`config.mk`:
```
export PLATFORM = sky130hd
export DESIGN_NAME = fm_mpx_gen
export DESIGN_NICKNAME = d
export VERILOG_FILES = /design/src/rtl/fm_mpx_gen.sv
export SDC_FILE = /design/constraint.sdc
export NUM_CORES = 2
export LEC_CHECK = 0
export BUFFER_PORTS_ARGS = -buffer_cell sky130_fd_sc_hd__clkbuf_2
export CAP_MARGIN = 20
export CELL_PAD_IN_SITES_DETAIL_PLACEMENT = 0
export CELL_PAD_IN_SITES_GLOBAL_PLACEMENT = 1
export CORE_ASPECT_RATIO = 1.5
export CORE_MARGIN = 8
export CORE_UTILIZATION = 40
export DETAILED_ROUTE_END_ITERATION = 8
export PLACE_DENSITY = 0.71
export SYNTH_ARGS = -nofsm -noshare
export SYNTH_HDL_FRONTEND = slang
export SYNTH_SLANG_ARGS = --single-unit
```
`constraint.sdc`:
```
create_clock -name clk -period 19.05 [get_ports clk]
set_input_delay 2.8575 -clock clk [delete_from_list [all_inputs] [get_ports clk]]
set_output_delay 2.8575 -clock clk [all_outputs]
set_load 0.02 [all_outputs]
```
`src/rtl/fm_mpx_gen.sv`:
```
module fm_mpx_gen #(
  parameter int PH_W    = 16,
  parameter int IDX_W   = 10,
  parameter logic [15:0] STEP19 = 16'h24C4,
  parameter logic signed [15:0] PILOT_GAIN = 16'sh0B85
) (
  input  logic               clk,
  input  logic               rst_n,
  input  logic               smp_valid,
  input  logic signed [15:0] left_in,
  input  logic signed [15:0] right_in,
  input  logic        [15:0] slot_period,
  input  logic               ovd_clear,
  output logic signed [31:0] mpx_out,
  output logic               mpx_valid,
  output logic               overdrive
);
  localparam int Q_W   = IDX_W - 2;
  localparam int Q_N   = 1 << Q_W;
  localparam int ACC_W = 35;
  localparam real HALF_PI = 1.5707963267948966;
  localparam logic [PH_W-1:0] STEP38 = PH_W'(STEP19 << 1);

  logic [14:0] qtab [Q_N];
  for (genvar i = 0; i < Q_N; i++) begin : g_qtab
    localparam real A = 32767.0 * $sin(HALF_PI * i / Q_N);
    localparam int  V = int'($floor(A + 0.5));
    assign qtab[i] = 15'(V);
  end

  function automatic logic signed [15:0] sine(input logic [IDX_W-1:0] k);
    logic [Q_W-1:0] idx;
    logic [14:0] mag;
    idx = k[Q_W-1:0];
    if (k[Q_W] && idx == '0)  mag = 15'h7FFF;
    else if (k[Q_W])          mag = qtab[Q_W'(Q_N - int'(idx))];
    else                      mag = qtab[idx];
    return k[IDX_W-1] ? -$signed({1'b0, mag}) : $signed({1'b0, mag});
  endfunction

  logic [1:0]  left_slots;
  logic [15:0] tcnt;
  logic        slot, calc;
  logic [PH_W-1:0] ph19, ph38;
  logic signed [15:0] lreg, rreg;
  logic signed [31:0] pend;

  assign slot = smp_valid | (left_slots != 2'd0 && tcnt == slot_period - 16'd1);

  // a strobe is itself the first of the three slots, so two remain after it
  always_ff @(posedge clk or negedge rst_n)
    if (!rst_n) begin
      left_slots <= '0;
      tcnt       <= '0;
    end else if (smp_valid) begin
      left_slots <= 2'd2;
      tcnt       <= '0;
    end else if (left_slots != 2'd0) begin
      if (tcnt == slot_period - 16'd1) begin
        tcnt       <= '0;
        left_slots <= left_slots - 2'd1;
      end else
        tcnt <= tcnt + 16'd1;
    end

  always_ff @(posedge clk or negedge rst_n)
    if (!rst_n) begin
      ph19 <= '0; ph38 <= '0;
      lreg <= '0; rreg <= '0;
      mpx_out <= '0; mpx_valid <= 1'b0; calc <= 1'b0;
    end else begin
      mpx_valid <= slot;
      calc      <= slot;
      if (smp_valid) begin
        lreg <= left_in;
        rreg <= right_in;
      end
      if (slot) begin
        mpx_out <= pend;
        ph19    <= ph19 + STEP19;
        ph38    <= ph38 + STEP38;
      end
    end

  logic signed [16:0] sum17, dif17;
  logic signed [15:0] s16, d16, s19, s38;
  logic signed [31:0] p38, p19;
  logic signed [ACC_W-1:0] acc;
  logic ovf_s, ovf_d, ovf_a;

  assign sum17 = 17'(lreg) + 17'(rreg);
  assign dif17 = 17'(lreg) - 17'(rreg);
  assign ovf_s = sum17[16] ^ sum17[15];
  assign ovf_d = dif17[16] ^ dif17[15];
  assign s16 = ovf_s ? (sum17[16] ? 16'sh8000 : 16'sh7FFF) : sum17[15:0];
  assign d16 = ovf_d ? (dif17[16] ? 16'sh8000 : 16'sh7FFF) : dif17[15:0];
  assign s19 = sine(ph19[PH_W-1 -: IDX_W]);
  assign s38 = sine(ph38[PH_W-1 -: IDX_W]);
  assign p38 = d16 * s38;
  assign p19 = PILOT_GAIN * s19;
  assign acc = ACC_W'($signed({s16, 16'h0000})) + (ACC_W'(p38) <<< 1) + (ACC_W'(p19) <<< 1);
  assign ovf_a = !(acc[ACC_W-1:31] == '0 || acc[ACC_W-1:31] == '1);

  always_ff @(posedge clk or negedge rst_n)
    if (!rst_n) begin
      pend      <= '0;
      overdrive <= 1'b0;
    end else begin
      if (calc)
        pend <= ovf_a ? (acc[ACC_W-1] ? 32'sh8000_0000 : 32'sh7FFF_FFFF) : acc[31:0];
      overdrive <= (overdrive & ~ovd_clear) | (calc & (ovf_s | ovf_d | ovf_a));
    end


  slots_bound_chk: assert property (@(posedge clk) disable iff (!rst_n) left_slots != 2'd3);

  strobe_slot_chk: assert property (@(posedge clk) disable iff (!rst_n) smp_valid |=> mpx_valid);

  phase_lock_chk: assert property (@(posedge clk) disable iff (!rst_n) ph38 == PH_W'(ph19 << 1));

  out_hold_chk: assert property (@(posedge clk) disable iff (!rst_n) !mpx_valid |-> $stable(mpx_out));

  ovd_sticky_chk: assert property (@(posedge clk) disable iff (!rst_n) (overdrive && !ovd_clear) |=> overdrive);
endmodule

```
==> impl_metrics.env <==
export IMPL_avgSynthCellArea_um2=7.382
export IMPL_cp_end_kind="flop"
export IMPL_place_hpwl_um=156100
export IMPL_vias=45720
export IMPL_hold_class="flop to flop"
export IMPL_antenna_found_initial=9
export IMPL_status="finished clean"
export IMPL_final_nets=6197
export IMPL_fin_crit_sh_pct=89.22
export IMPL_cap_violations=0
export IMPL_cp_required_ns=19.44
export IMPL_first_global_vias=44180
export IMPL_max_freq_mhz=58.84
export IMPL_initial_core_util_pct=40.18
export IMPL_syn_num_nets=6436
export IMPL_die_h_um=413.8
export IMPL_finalCriticalPeriod_ns=17.00
export IMPL_coreArea_um2=105000
export IMPL_io_pins=86
export IMPL_setup_ws_ns=2.054
export IMPL_cts_num_sinks=143
export IMPL_synth_area_um2=42210
export IMPL_hold_viol_final=0
export IMPL_die_area_um2=116400
export IMPL_drcViolationCount=0
export IMPL_die_w_um=281.2
export IMPL_rsz0062_at_grt="no"
export IMPL_track_usage_pct=35.29
export IMPL_yosys_cell_count_top_type="inv_1"
export IMPL_clock_path_buffers=2
export IMPL_synth_cells=5717
export IMPL_firstDrtPassIters=8
export IMPL_syn2layout_area_growth_pct=4.639
export IMPL_slew_violations=0
export IMPL_h_tree_depth=4
export IMPL_yosys_top_cells_area="fa_1, ha_1, dfrtp_1"
export IMPL_synth_seq_cells=143
export IMPL_cp_slowest_cell="a211oi_1"
export IMPL_finalClockSkew_ns=0.01778
export IMPL_pre_cts_ws_ns=2.132
export IMPL_layout_drive_gt1_share_pct=8.141
export IMPL_dp_cells=6861
export IMPL_ys_async_sr_fraction_pct=100.0
export IMPL_grt_pass1_wl_um=307200
export IMPL_post_cts_buffers=0
export IMPL_synth_edf_count=0
export IMPL_cts_resized=0
export IMPL_numPortBuffers=85
export IMPL_drtAntennaViolNets=0
export IMPL_cts_buffers=17
export IMPL_synth_distinct_cells=110
export IMPL_crit_top_cell="fa_1"
export IMPL_yosysSeqAreaShare_pct=8.479
export IMPL_insertion_delay_ns=0.49
export IMPL_ys_warn_count=0
export IMPL_cp_data_arrival_time_ns=17.39
export IMPL_fin_cells=6898
export IMPL_hold_buffers=0
export IMPL_vias_per_cell=6.627
export IMPL_cp_max_fo=75
export IMPL_synth_ff_type="dfrtp_1"
export IMPL_overflow=0
export IMPL_drtIter0Drc=5847
export IMPL_cp_start_kind="flop"
export IMPL_grt_max_degree=174
export IMPL_synth_top_cell_area_share_pct=15.94
export IMPL_gp_congestion=1.048
export IMPL_setup_viol=0
export IMPL_critPathMaxStageDelay_ns=1.05
export IMPL_synthTopCellsByCount="inv_1, nand2_1, o21ai_0"
export IMPL_num_rows=146
export IMPL_cts_tree="yes"
export IMPL_clkTransAtPathRegs_ns=0.08
export IMPL_setup_tns_final_ns=0
export IMPL_wire_per_inst_um=30.59
export IMPL_worstSetupPathType="flop to flop"
export IMPL_yosys_area_top_type="fa_1"
export IMPL_max_slew_worst_pin_slew_ns=1.229
export IMPL_drt_wl_total_um=211000
export IMPL_max_slew_margin_pct=15.71
export IMPL_clockRootBuffer="clkbuf_16"
## final cells by class
class / count / area (um^2)
sequential: 143 / 3605
antenna: 1 / 2.502
tap: 1406 / 1759
multi-input combinational: 4549 / 34660
fill: 11090 / 60870
clock inverter: 15 / 185.2
clock buffer: 17 / 425.4
inverter: 541 / 2031
timing repair buffer: 226 / 1500
## registers in the layout, summed over array words and instances (netlist names)
name and cells:
lreg 16, left_slots 2, pend 32, ph19 14
mpx_out 32, overdrive 1, calc 1, tcnt 16
rreg 16, ph38 13
## worst max-delay path: cells and delay by family, from the launching register on
family | cells | cell delay, ns
simple gates | 10 | 2.70
xor+xnor | 1 | 0.73
flops | 1 | 0.32
fa+ha+maj | 11 | 5.42
buf+inv | 8 | 2.57
compound gates | 17 | 5.11
## cells by family (layout without fill, tap and decap cells)
group	Yosys count	in the layout	synth area share [%]
AOI/OAI and AO/OA	1842	1842	28.92
xor gates and xnor gates	222	222	4.731
adders and majority gates	668	668	25.77
buffers and inverters	1025	799	9.813
DFF	143	143	8.479
muxes	80	80	2.692
other	0	1	0
and+or+nand+nor	1737	1737	19.59
## worst paths after layout
| path | startpoint | to | slack [ns] | depth (start not counted) |
|---|---|---|---|---|
| worst min register to register | mpx_out[0] | mpx_out[0] | 0.47 | 2 |
| worst max register to register | ph38[7] | pend[18] | 2.05 | 47 |
| worst max-delay path | ph38[7] | pend[18] | 2.05 | 47 |
| worst min-delay path | mpx_out[0] | mpx_out[0] | 0.47 | 2 |
| max in group asynchronous | rst_n | ph19[10] | 15.21 | 2 |
| min in group asynchronous | rst_n | mpx_out[2] | 2.47 | 1 |
## per-stage QoR
stage          hold slack [ns]  utilization [%]  cell area [um^2]
6_report                0.4721            42.05             44160
5_1_grt                 0.5039            42.04             44160
4_1_cts                 0.4794            42.01             44130
3_5_place_dp            0.4595            41.43             43520
3_3_place_gp            0.4625            41.43             43520
2_1_floorplan           0.4348                -             42210
## cells in the final DEF, fill, tap and decap left out, drive strengths merged, types with 53 or more instances in the layout
master	instances
a311oi	69
nor2b	93
a211oi	124
inv	543
o211ai	92
nand2	517
fa	336
nand2b	125
ha	331
o21ai	501
xnor2	170
nor2	472
nand3	127
dfrtp	143
clkbuf	105
buf	138
a31oi	109
a21oi	371
nor3	132
a21o	53
## layer usage
metal / wire length (um) / GRT usage (%)
met1: 75790 / 40.48
met5: 34 / 0
met2: 98310 / 58.11
met3: 17310 / 6.592
met4: 19560 / 26.55
Power is not shown: default switching activity piles up to over one toggle a cycle in this logic, so the estimate is an artifact.
